File: src/rtl/intc_pkg.sv
package intc_pkg;

    // Address bits 9:8 select which region a register access targets.
    typedef enum logic [1:0] {
        BLK_NORM = 2'd0,
        BLK_FAST = 2'd1,
        BLK_CFG  = 2'd2,
        BLK_PRIO = 2'd3
    } blk_e;

    // Word offsets (address bits 7:2) inside a bank region.
    localparam logic [5:0] W_STATUS = 6'h00;
    localparam logic [5:0] W_RAW    = 6'h01;
    localparam logic [5:0] W_EN_SET = 6'h02;
    localparam logic [5:0] W_EN_CLR = 6'h03;
    localparam logic [5:0] W_CUR    = 6'h08;
    localparam logic [5:0] W_ACK    = 6'h0A;
    localparam logic [5:0] W_THR    = 6'h0B;

    // Word offsets inside the shared configuration region.
    localparam logic [5:0] W_POL    = 6'h00;
    localparam logic [5:0] W_STICKY = 6'h01;

    localparam int unsigned BANK_CNT = 2;

endpackage

File: src/rtl/intc_src_cond.sv
module intc_src_cond #(
    parameter int unsigned NSRC = 32
) (
    input  logic            clk,
    input  logic            rst_n,
    input  logic [NSRC-1:0] src_i,
    input  logic [NSRC-1:0] pol_i,
    input  logic [NSRC-1:0] sticky_i,
    input  logic [NSRC-1:0] clr_i,
    output logic [NSRC-1:0] pend_o
);

    typedef struct packed {
        logic [NSRC-1:0] prev;
        logic [NSRC-1:0] held;
    } cond_st_t;

    cond_st_t        st_d, st_q;
    logic [NSRC-1:0] cond;
    logic [NSRC-1:0] rise;

    always_comb begin
        cond      = src_i ^ ~pol_i;
        rise      = cond & ~st_q.prev;
        st_d.prev = cond;
        // A new edge wins over a clear in the same cycle.
        st_d.held = ((st_q.held & ~clr_i) | rise) & sticky_i;
    end

    always_ff @(posedge clk or negedge rst_n) begin
        if (!rst_n) begin
            st_q <= '0;
        end else begin
            st_q <= st_d;
        end
    end

    for (genvar i = 0; i < NSRC; i++) begin : g_pend
        assign pend_o[i] = sticky_i[i] ? (st_q.held[i] | rise[i]) : cond[i];
    end


    held_clear_chk: assert property (@(posedge clk) disable iff (!rst_n)
        1'b1 |=> ((st_q.held & $past(clr_i) & ~$past(rise)) == '0));

endmodule

File: src/rtl/intc_bank.sv
module intc_bank #(
    parameter int unsigned NSRC = 32,
    parameter int unsigned PW   = 4,
    localparam int unsigned IW  = $clog2(NSRC)
) (
    input  logic                     clk,
    input  logic                     rst_n,
    input  logic [NSRC-1:0]          pend_i,
    input  logic [NSRC-1:0]          en_i,
    input  logic [NSRC-1:0][PW-1:0]  prio_i,
    input  logic [PW-1:0]            thr_i,
    output logic [NSRC-1:0]          status_o,
    output logic [IW-1:0]            cur_o,
    output logic                     irq_o
);

    typedef struct packed {
        logic irq;
    } bank_st_t;

    bank_st_t      st_d, st_q;
    logic [PW-1:0] best_p;
    logic [IW-1:0] best_i;
    logic          found;

    for (genvar i = 0; i < NSRC; i++) begin : g_mask
        assign status_o[i] = pend_i[i] & en_i[i] & (prio_i[i] <= thr_i);
    end

    always_comb begin
        best_p = '1;
        best_i = '0;
        found  = 1'b0;
        for (int i = 0; i < NSRC; i++) begin
            if (status_o[i] && (!found || (prio_i[i] < best_p))) begin
                found  = 1'b1;
                best_p = prio_i[i];
                best_i = IW'(i);
            end
        end
        cur_o    = best_i;
        st_d.irq = |status_o;
    end

    always_ff @(posedge clk or negedge rst_n) begin
        if (!rst_n) begin
            st_q <= '0;
        end else begin
            st_q <= st_d;
        end
    end

    assign irq_o = st_q.irq;


    cur_pending_chk: assert property (@(posedge clk) disable iff (!rst_n)
        (|status_o) |-> status_o[cur_o]);


    cur_idle_chk: assert property (@(posedge clk) disable iff (!rst_n)
        (status_o == '0) |-> (cur_o == '0));


    irq_rise_chk: assert property (@(posedge clk) disable iff (!rst_n)
        (|status_o) |=> irq_o);


    irq_fall_chk: assert property (@(posedge clk) disable iff (!rst_n)
        (status_o == '0) |=> !irq_o);

endmodule

File: src/rtl/intc_dual_bank.sv
module intc_dual_bank
    import intc_pkg::*;
#(
    parameter int unsigned NSRC = 32,
    parameter int unsigned PW   = 4,
    parameter int unsigned DW   = 32,
    parameter int unsigned AW   = 12
) (
    input  logic          clk,
    input  logic          rst_n,
    input  logic [31:0]   src_i,
    input  logic [11:0]   bus_addr_i,
    input  logic          bus_wr_i,
    input  logic          bus_rd_i,
    input  logic [31:0]   bus_wdata_i,
    output logic [31:0]   bus_rdata_o,
    output logic          irq_norm_o,
    output logic          irq_fast_o
);

    localparam int unsigned IW = $clog2(NSRC);
    localparam int unsigned NB = BANK_CNT;

    typedef struct packed {
        logic [NB-1:0][NSRC-1:0] en;
        logic [NB-1:0][PW-1:0]   thr;
        logic [NSRC-1:0]         pol;
        logic [NSRC-1:0]         sticky;
        logic [NSRC-1:0][PW-1:0] prio;
        logic [DW-1:0]           rdata;
    } regs_t;

    regs_t           r_d, r_q;
    blk_e            blk;
    logic [5:0]      word;
    logic            bsel;
    logic            in_range;
    logic            is_bank;
    logic [NSRC-1:0] clr;
    logic [NSRC-1:0] pend;
    logic [NSRC-1:0] status [NB];
    logic [IW-1:0]   cur    [NB];
    logic [NB-1:0]   irq;
    logic [DW-1:0]   rd_val;

    // Address decode.
    always_comb begin
        blk      = blk_e'(bus_addr_i[9:8]);
        word     = bus_addr_i[7:2];
        bsel     = bus_addr_i[8];
        in_range = (bus_addr_i[AW-1:10] == '0);
        is_bank  = in_range && !bus_addr_i[9];
    end

    // Acknowledge read: release held edges of sources enabled in that bank.
    always_comb begin
        clr = '0;
        if (bus_rd_i && is_bank && (word == W_ACK)) begin
            clr = r_q.en[bsel];
        end
    end

    intc_src_cond #(
        .NSRC (NSRC)
    ) i_cond (
        .clk      (clk),
        .rst_n    (rst_n),
        .src_i    (src_i[NSRC-1:0]),
        .pol_i    (r_q.pol),
        .sticky_i (r_q.sticky),
        .clr_i    (clr),
        .pend_o   (pend)
    );

    for (genvar b = 0; b < NB; b++) begin : g_bank
        intc_bank #(
            .NSRC (NSRC),
            .PW   (PW)
        ) i_bank (
            .clk      (clk),
            .rst_n    (rst_n),
            .pend_i   (pend),
            .en_i     (r_q.en[b]),
            .prio_i   (r_q.prio),
            .thr_i    (r_q.thr[b]),
            .status_o (status[b]),
            .cur_o    (cur[b]),
            .irq_o    (irq[b])
        );
    end

    // Read multiplexer.
    always_comb begin
        rd_val = '0;
        if (in_range) begin
            unique case (blk)
                BLK_NORM, BLK_FAST: begin
                    case (word)
                        W_STATUS:           rd_val[NSRC-1:0] = status[bsel];
                        W_RAW:              rd_val[NSRC-1:0] = pend;
                        W_EN_SET, W_EN_CLR: rd_val[NSRC-1:0] = r_q.en[bsel];
                        W_CUR:              rd_val[IW-1:0]   = cur[bsel];
                        W_THR:              rd_val[PW-1:0]   = r_q.thr[bsel];
                        default:            rd_val           = '0;
                    endcase
                end
                BLK_CFG: begin
                    case (word)
                        W_POL:    rd_val[NSRC-1:0] = r_q.pol;
                        W_STICKY: rd_val[NSRC-1:0] = r_q.sticky;
                        default:  rd_val           = '0;
                    endcase
                end
                BLK_PRIO: begin
                    if (int'(word) < NSRC) begin
                        rd_val[PW-1:0] = r_q.prio[word[IW-1:0]];
                    end
                end
                default: rd_val = '0;
            endcase
        end
    end

    // Next-state computation.
    always_comb begin
        r_d = r_q;
        if (bus_rd_i) begin
            r_d.rdata = rd_val;
        end
        if (bus_wr_i && in_range) begin
            unique case (blk)
                BLK_NORM, BLK_FAST: begin
                    case (word)
                        W_EN_SET: r_d.en[bsel]  = r_q.en[bsel] | bus_wdata_i[NSRC-1:0];
                        W_EN_CLR: r_d.en[bsel]  = r_q.en[bsel] & ~bus_wdata_i[NSRC-1:0];
                        W_THR:    r_d.thr[bsel] = bus_wdata_i[PW-1:0];
                        default:  ;
                    endcase
                end
                BLK_CFG: begin
                    case (word)
                        W_POL:    r_d.pol    = bus_wdata_i[NSRC-1:0];
                        W_STICKY: r_d.sticky = bus_wdata_i[NSRC-1:0];
                        default:  ;
                    endcase
                end
                BLK_PRIO: begin
                    if (int'(word) < NSRC) begin
                        r_d.prio[word[IW-1:0]] = bus_wdata_i[PW-1:0];
                    end
                end
                default: ;
            endcase
        end
    end

    always_ff @(posedge clk or negedge rst_n) begin
        if (!rst_n) begin
            r_q.en     <= '0;
            r_q.thr    <= '1;
            r_q.pol    <= '1;
            r_q.sticky <= '0;
            r_q.prio   <= '0;
            r_q.rdata  <= '0;
        end else begin
            r_q <= r_d;
        end
    end

    assign bus_rdata_o = r_q.rdata;
    assign irq_norm_o  = irq[0];
    assign irq_fast_o  = irq[1];

    for (genvar b = 0; b < NB; b++) begin : g_chk

        en_clear_chk: assert property (@(posedge clk) disable iff (!rst_n)
            (bus_wr_i && is_bank && (bsel == 1'(b)) && (word == W_EN_CLR))
            |=> ((r_q.en[b] & $past(bus_wdata_i[NSRC-1:0])) == '0));


        en_set_chk: assert property (@(posedge clk) disable iff (!rst_n)
            (bus_wr_i && is_bank && (bsel == 1'(b)) && (word == W_EN_SET))
            |=> ((r_q.en[b] & $past(bus_wdata_i[NSRC-1:0])) == $past(bus_wdata_i[NSRC-1:0])));
    end


    ack_zero_chk: assert property (@(posedge clk) disable iff (!rst_n)
        (bus_rd_i && is_bank && (word == W_ACK)) |=> (bus_rdata_o == '0));

endmodule

File: config.mk
export PLATFORM = sky130hd
export DESIGN_NAME = intc_dual_bank
export DESIGN_NICKNAME = d
export VERILOG_FILES = /design/src/rtl/intc_pkg.sv /design/src/rtl/intc_src_cond.sv /design/src/rtl/intc_bank.sv /design/src/rtl/intc_dual_bank.sv
export SDC_FILE = /design/constraint.sdc
export NUM_CORES = 2
export LEC_CHECK = 0
export ABC_AREA = 1
export BUFFER_PORTS_ARGS = -buffer_cell sky130_fd_sc_hd__buf_2
export CORE_MARGIN = 2
export CORE_UTILIZATION = 59
export CTS_CLUSTER_DIAMETER = 100
export DETAILED_ROUTE_END_ITERATION = 8
export PLACE_DENSITY = 0.84
export SYNTH_ARGS = -nofsm -noshare
export SYNTH_HDL_FRONTEND = slang
export SYNTH_HIERARCHICAL = 1
export SYNTH_SLANG_ARGS = --single-unit
export TNS_END_PERCENT = 1
File: constraint.sdc
create_clock -name clk -period 28.8 [get_ports clk]
set_input_delay 0 -clock clk [delete_from_list [all_inputs] [get_ports clk]]
set_output_delay 0 -clock clk [all_outputs]
set_load 0.02 [all_outputs]
==> results.toml <==
[timing]
rsz0062_at_grt = "yes"
worst_slew_pin_slew_ps = 1400
slew_headroom_pct = 6.56
fin_skew_ps = 23.6
timing.final.ws_setup_ps = -214
finalSetupViolCount = 5
period_needed_ps = 29010
holdWs_ps = 37.7
hold_viol_final = 0
fmax_mhz = 34.5
final.period_utilization_pct = 101
setup_tns_ps = -867
timing_max_transition_violations_final = 0

[power_and_ir_drop]
powerDensity_nw_per_um2 = 36.2
vdd_drop_max_v = 0.0000509
p_comb_share_pct = 28.9
switchingPower_mw = 0.530
p_int_mw = 1.04
clkPwrFrac_pct = 37.1
power_frac_seq_pct = 34.0
p_leak_nw = 23.3
switching_share_pct = 33.8

[grt]
grt_max_degree = 116
track_usage_pct = 38.3
grt_pass1_wl_um = 195000
overflow = 0
antenna_found_initial = 5
grt_pass1_vias = 37366

[synth]
ys.flop_type = "dfrtp_1"
ys_warn_count = 6
synthArstFlopShare_pct = 100
synth_area_um2 = 36600
avgSynthCellArea_um2 = 6.15
synthCells = 5960
synth.net_count = 6366
yosysSeqAreaShare_pct = 24.9
synth_edf_count = 0
ys_seq_elements = 362
synth_cell_types = 40

[route]
vias_per_cell = 5.79
detail-route-antenna-nets = 0
wl_um = 129000
dr.first_iter.drc_count = 4984
drc_errors = 0
vias = 41740
wl_per_cell_um = 17.8
drt_pass1_iterations = 9

[floorplanning]
initial_core_util_pct = 59.5
rows = 91
die-area_um2 = 64100
die_y_um = 253
coreArea_um2 = 61600
io_pins = 114
die_w_um = 253

[job]
cap_violations = 0

[critical_path]
cpMostUsedCell = "nand2_2"
ff2ff_path_depth = 288
r2r_end = "bus_rdata_o[2]$_DFFE_PN0P_"
crit_path_max_fanout = 7
r2r_slack_ps = -210
critPathRequiredTime_ps = 29280
max_stage_delay_ps = 560
startpoint_type = "flop"
crit_arrival_ps = 29500
endpoint_kind = "flop"
cpMaxStageDelayCell = "dfstp_2"
critPathKind = "flop to flop"
worstReg2RegStart = "r_q[231]$_DFFE_PN1P_"
path_buf_inv = 51
crit_family = "simple AND/OR/NAND/NOR gates"

[finish]
final_cells = 7215
postLayoutCellArea_um2 = 43300
drive_gt1_share_pct = 17.1
nFillCells = 4917
final_util_pct = 70.3
final_nets = 6747
syn2layout_area_growth_pct = 18.2

[cts]
cts.sinks = 362
ctsRootBufferMaster = "clkbuf_16"
clockBufferDepth = 3
cts_buffers = 42
clk_pin_slew_worst_paths_ps = 60
worstSkewPairLatency_ps = 610
htree_levels = 2
cts_tree = "built"

[place]
io_buffers = 111
place_area_um2 = 39300
gp_congestion = 0.979
dpl.hpwl_um = 86200
numPlacedInstances = 6990

[run_status]
status = "finished with violations"
violations = "negative setup slack"

[worst_hold_path]
min_path_type = "primary input to async pin"
-- flip-flops by register name, indices dropped and copies added, names as in the netlist --
signal and count:
r_q 264, i_cond/st_q 64, bus_rdata_o 32, g_bank.i_bank/irq_o 2
-- timing repair --
item	4_1_cts	5_1_grt
hold buffers	62	0
hold endpoints to repair	296	0
gates resized for setup	67	268
pin swaps	97	364
gates cloned	0	0
buffers inserted	14	71
setup endpoints to repair	5	5
-- power by group through the flow --
stage                     Combinational, mW  Clock [mW]  Sequential [mW]
after floorplan                       0.264           0            0.538
after global placement                0.370           0            0.541
after detailed placement              0.380           0            0.541
after CTS                             0.397       0.583            0.532
after global routing                  0.502       0.603            0.534
final                                 0.453       0.582            0.534
-- stage by stage --
step | power, mW | setup WS (ps)
after floorplan | 0.803 | -1.65
after global placement | 0.911 | -305
final | 1.57 | -214
after global routing | 1.64 | -2390
after detailed placement | 0.921 | -857
after CTS | 1.51 | 16.0
-- cell usage after synthesis, types with 3 or more instances --
cell type | instances | share of area (%)
ha_1 | 326 | 11
inv_1 | 752 | 7.7
nor2_1 | 254 | 2.6
nor3_4 | 3 | 0.13
dfstp_2 | 40 | 2.9
or2_2 | 5 | 0.085
nand3b_1 | 54 | 1.1
nor2_2 | 5 | 0.085
clkbuf_1 | 53 | 0.54
nand2_1 | 2278 | 23
a21oi_2 | 8 | 0.19
a21oi_1 | 184 | 2.5
buf_6 | 13 | 0.40
o21ai_1 | 116 | 1.6
dfrtp_1 | 322 | 22
o21bai_1 | 56 | 1.1
inv_2 | 28 | 0.29
mux2i_1 | 12 | 0.33
nand2_4 | 40 | 1.2
clkinv_1 | 68 | 0.70
buf_2 | 30 | 0.41
and2_4 | 31 | 0.74
nand4_1 | 31 | 0.53
nand3_1 | 583 | 8.0
nor3_2 | 3 | 0.082
o211ai_1 | 41 | 0.84
nor4_1 | 3 | 0.051
buf_4 | 40 | 0.82
or2_0 | 31 | 0.53
o21ai_0 | 389 | 5.3
buf_1 | 7 | 0.072
nor3_1 | 10 | 0.14
nand2_2 | 129 | 2.2
and2_1 | 4 | 0.068
nor2_4 | 5 | 0.15
-- worst reg2reg max path: cells and delay by family (launching register included) --
kind                     cells  cell delay (ps)
adder cells (fa/ha/maj)     30             8630
AND/OR/NAND/NOR            158            12090
AO/OA/AOI/OAI               49             4700
buffers and inverters       51             3060
flip-flops                   1              560
-- cell families (layout without fill, tap and decap cells) --
group / after synthesis / count (layout) / synth area share, %
other: 0 / 3 / 0
buffers and inverters: 992 / 1407 / 10.9
multiplexers: 12 / 12 / 0.328
AO/OA/AOI/OAI: 797 / 797 / 11.6
adder cells (fa/ha/maj): 326 / 326 / 11.1
XOR/XNOR: 1 / 1 / 0.0239
AND/OR/NAND/NOR: 3470 / 3470 / 41.1
flip-flops: 362 / 362 / 24.9
-- area by class of cell --
| class | instances | area [um^2] | share of cell area (%) |
|---|---|---|---|
| multi-input combinational | 4606 | 25000 | 57.6 |
| sequential | 362 | 9110 | 21.0 |
| timing repair buffer | 481 | 3510 | 8.11 |
| inverter | 848 | 3190 | 7.37 |
| clock buffer | 62 | 1280 | 2.96 |
| tap | 837 | 1050 | 2.42 |
| clock inverter | 16 | 204 | 0.471 |
| antenna | 3 | 7.51 | 0.0173 |
-- worst max path at each step --
stage                         start                    endpoint  slack (ps)  depth (start not counted)
3_5_place_dp   r_q[231]$_DFFE_PN1P_  bus_rdata_o[4]$_DFFE_PN0P_        -860                        280
4_1_cts        r_q[231]$_DFFE_PN1P_  bus_rdata_o[2]$_DFFE_PN0P_          20                        284
5_1_grt        r_q[231]$_DFFE_PN1P_  bus_rdata_o[2]$_DFFE_PN0P_       -2390                        286
3_3_place_gp   r_q[231]$_DFFE_PN1P_  bus_rdata_o[4]$_DFFE_PN0P_        -300                        284
2_1_floorplan  r_q[231]$_DFFE_PN1P_  bus_rdata_o[4]$_DFFE_PN0P_          -2                        280
6_report       r_q[231]$_DFFE_PN1P_  bus_rdata_o[2]$_DFFE_PN0P_        -210                        288
-- layout by cell type, fill, tap and decap left out, drive strengths merged, types with 36 or more instances in the layout --
| cell type | n |
|---|---|
| dfstp | 40 |
| o21bai | 56 |
| clkinv | 41 |
| inv | 816 |
| dlygate4sd3 | 62 |
| nand3b | 54 |
| ha | 326 |
| nor2 | 264 |
| dfrtp | 322 |
| nand3 | 584 |
| clkbuf | 62 |
| buf | 419 |
| a21oi | 192 |
| o211ai | 41 |
| o21ai | 505 |
| or2 | 36 |
| nand2 | 2447 |
-- metal layers --
layer | wire length, um | track usage (%)
met2 | 54700 | 58.1
met4 | 6520 | 16.7
met1 | 50300 | 51.0
met5 | 47 | 0
met3 | 17100 | 10.4
(Power assumes the default switching activity.)
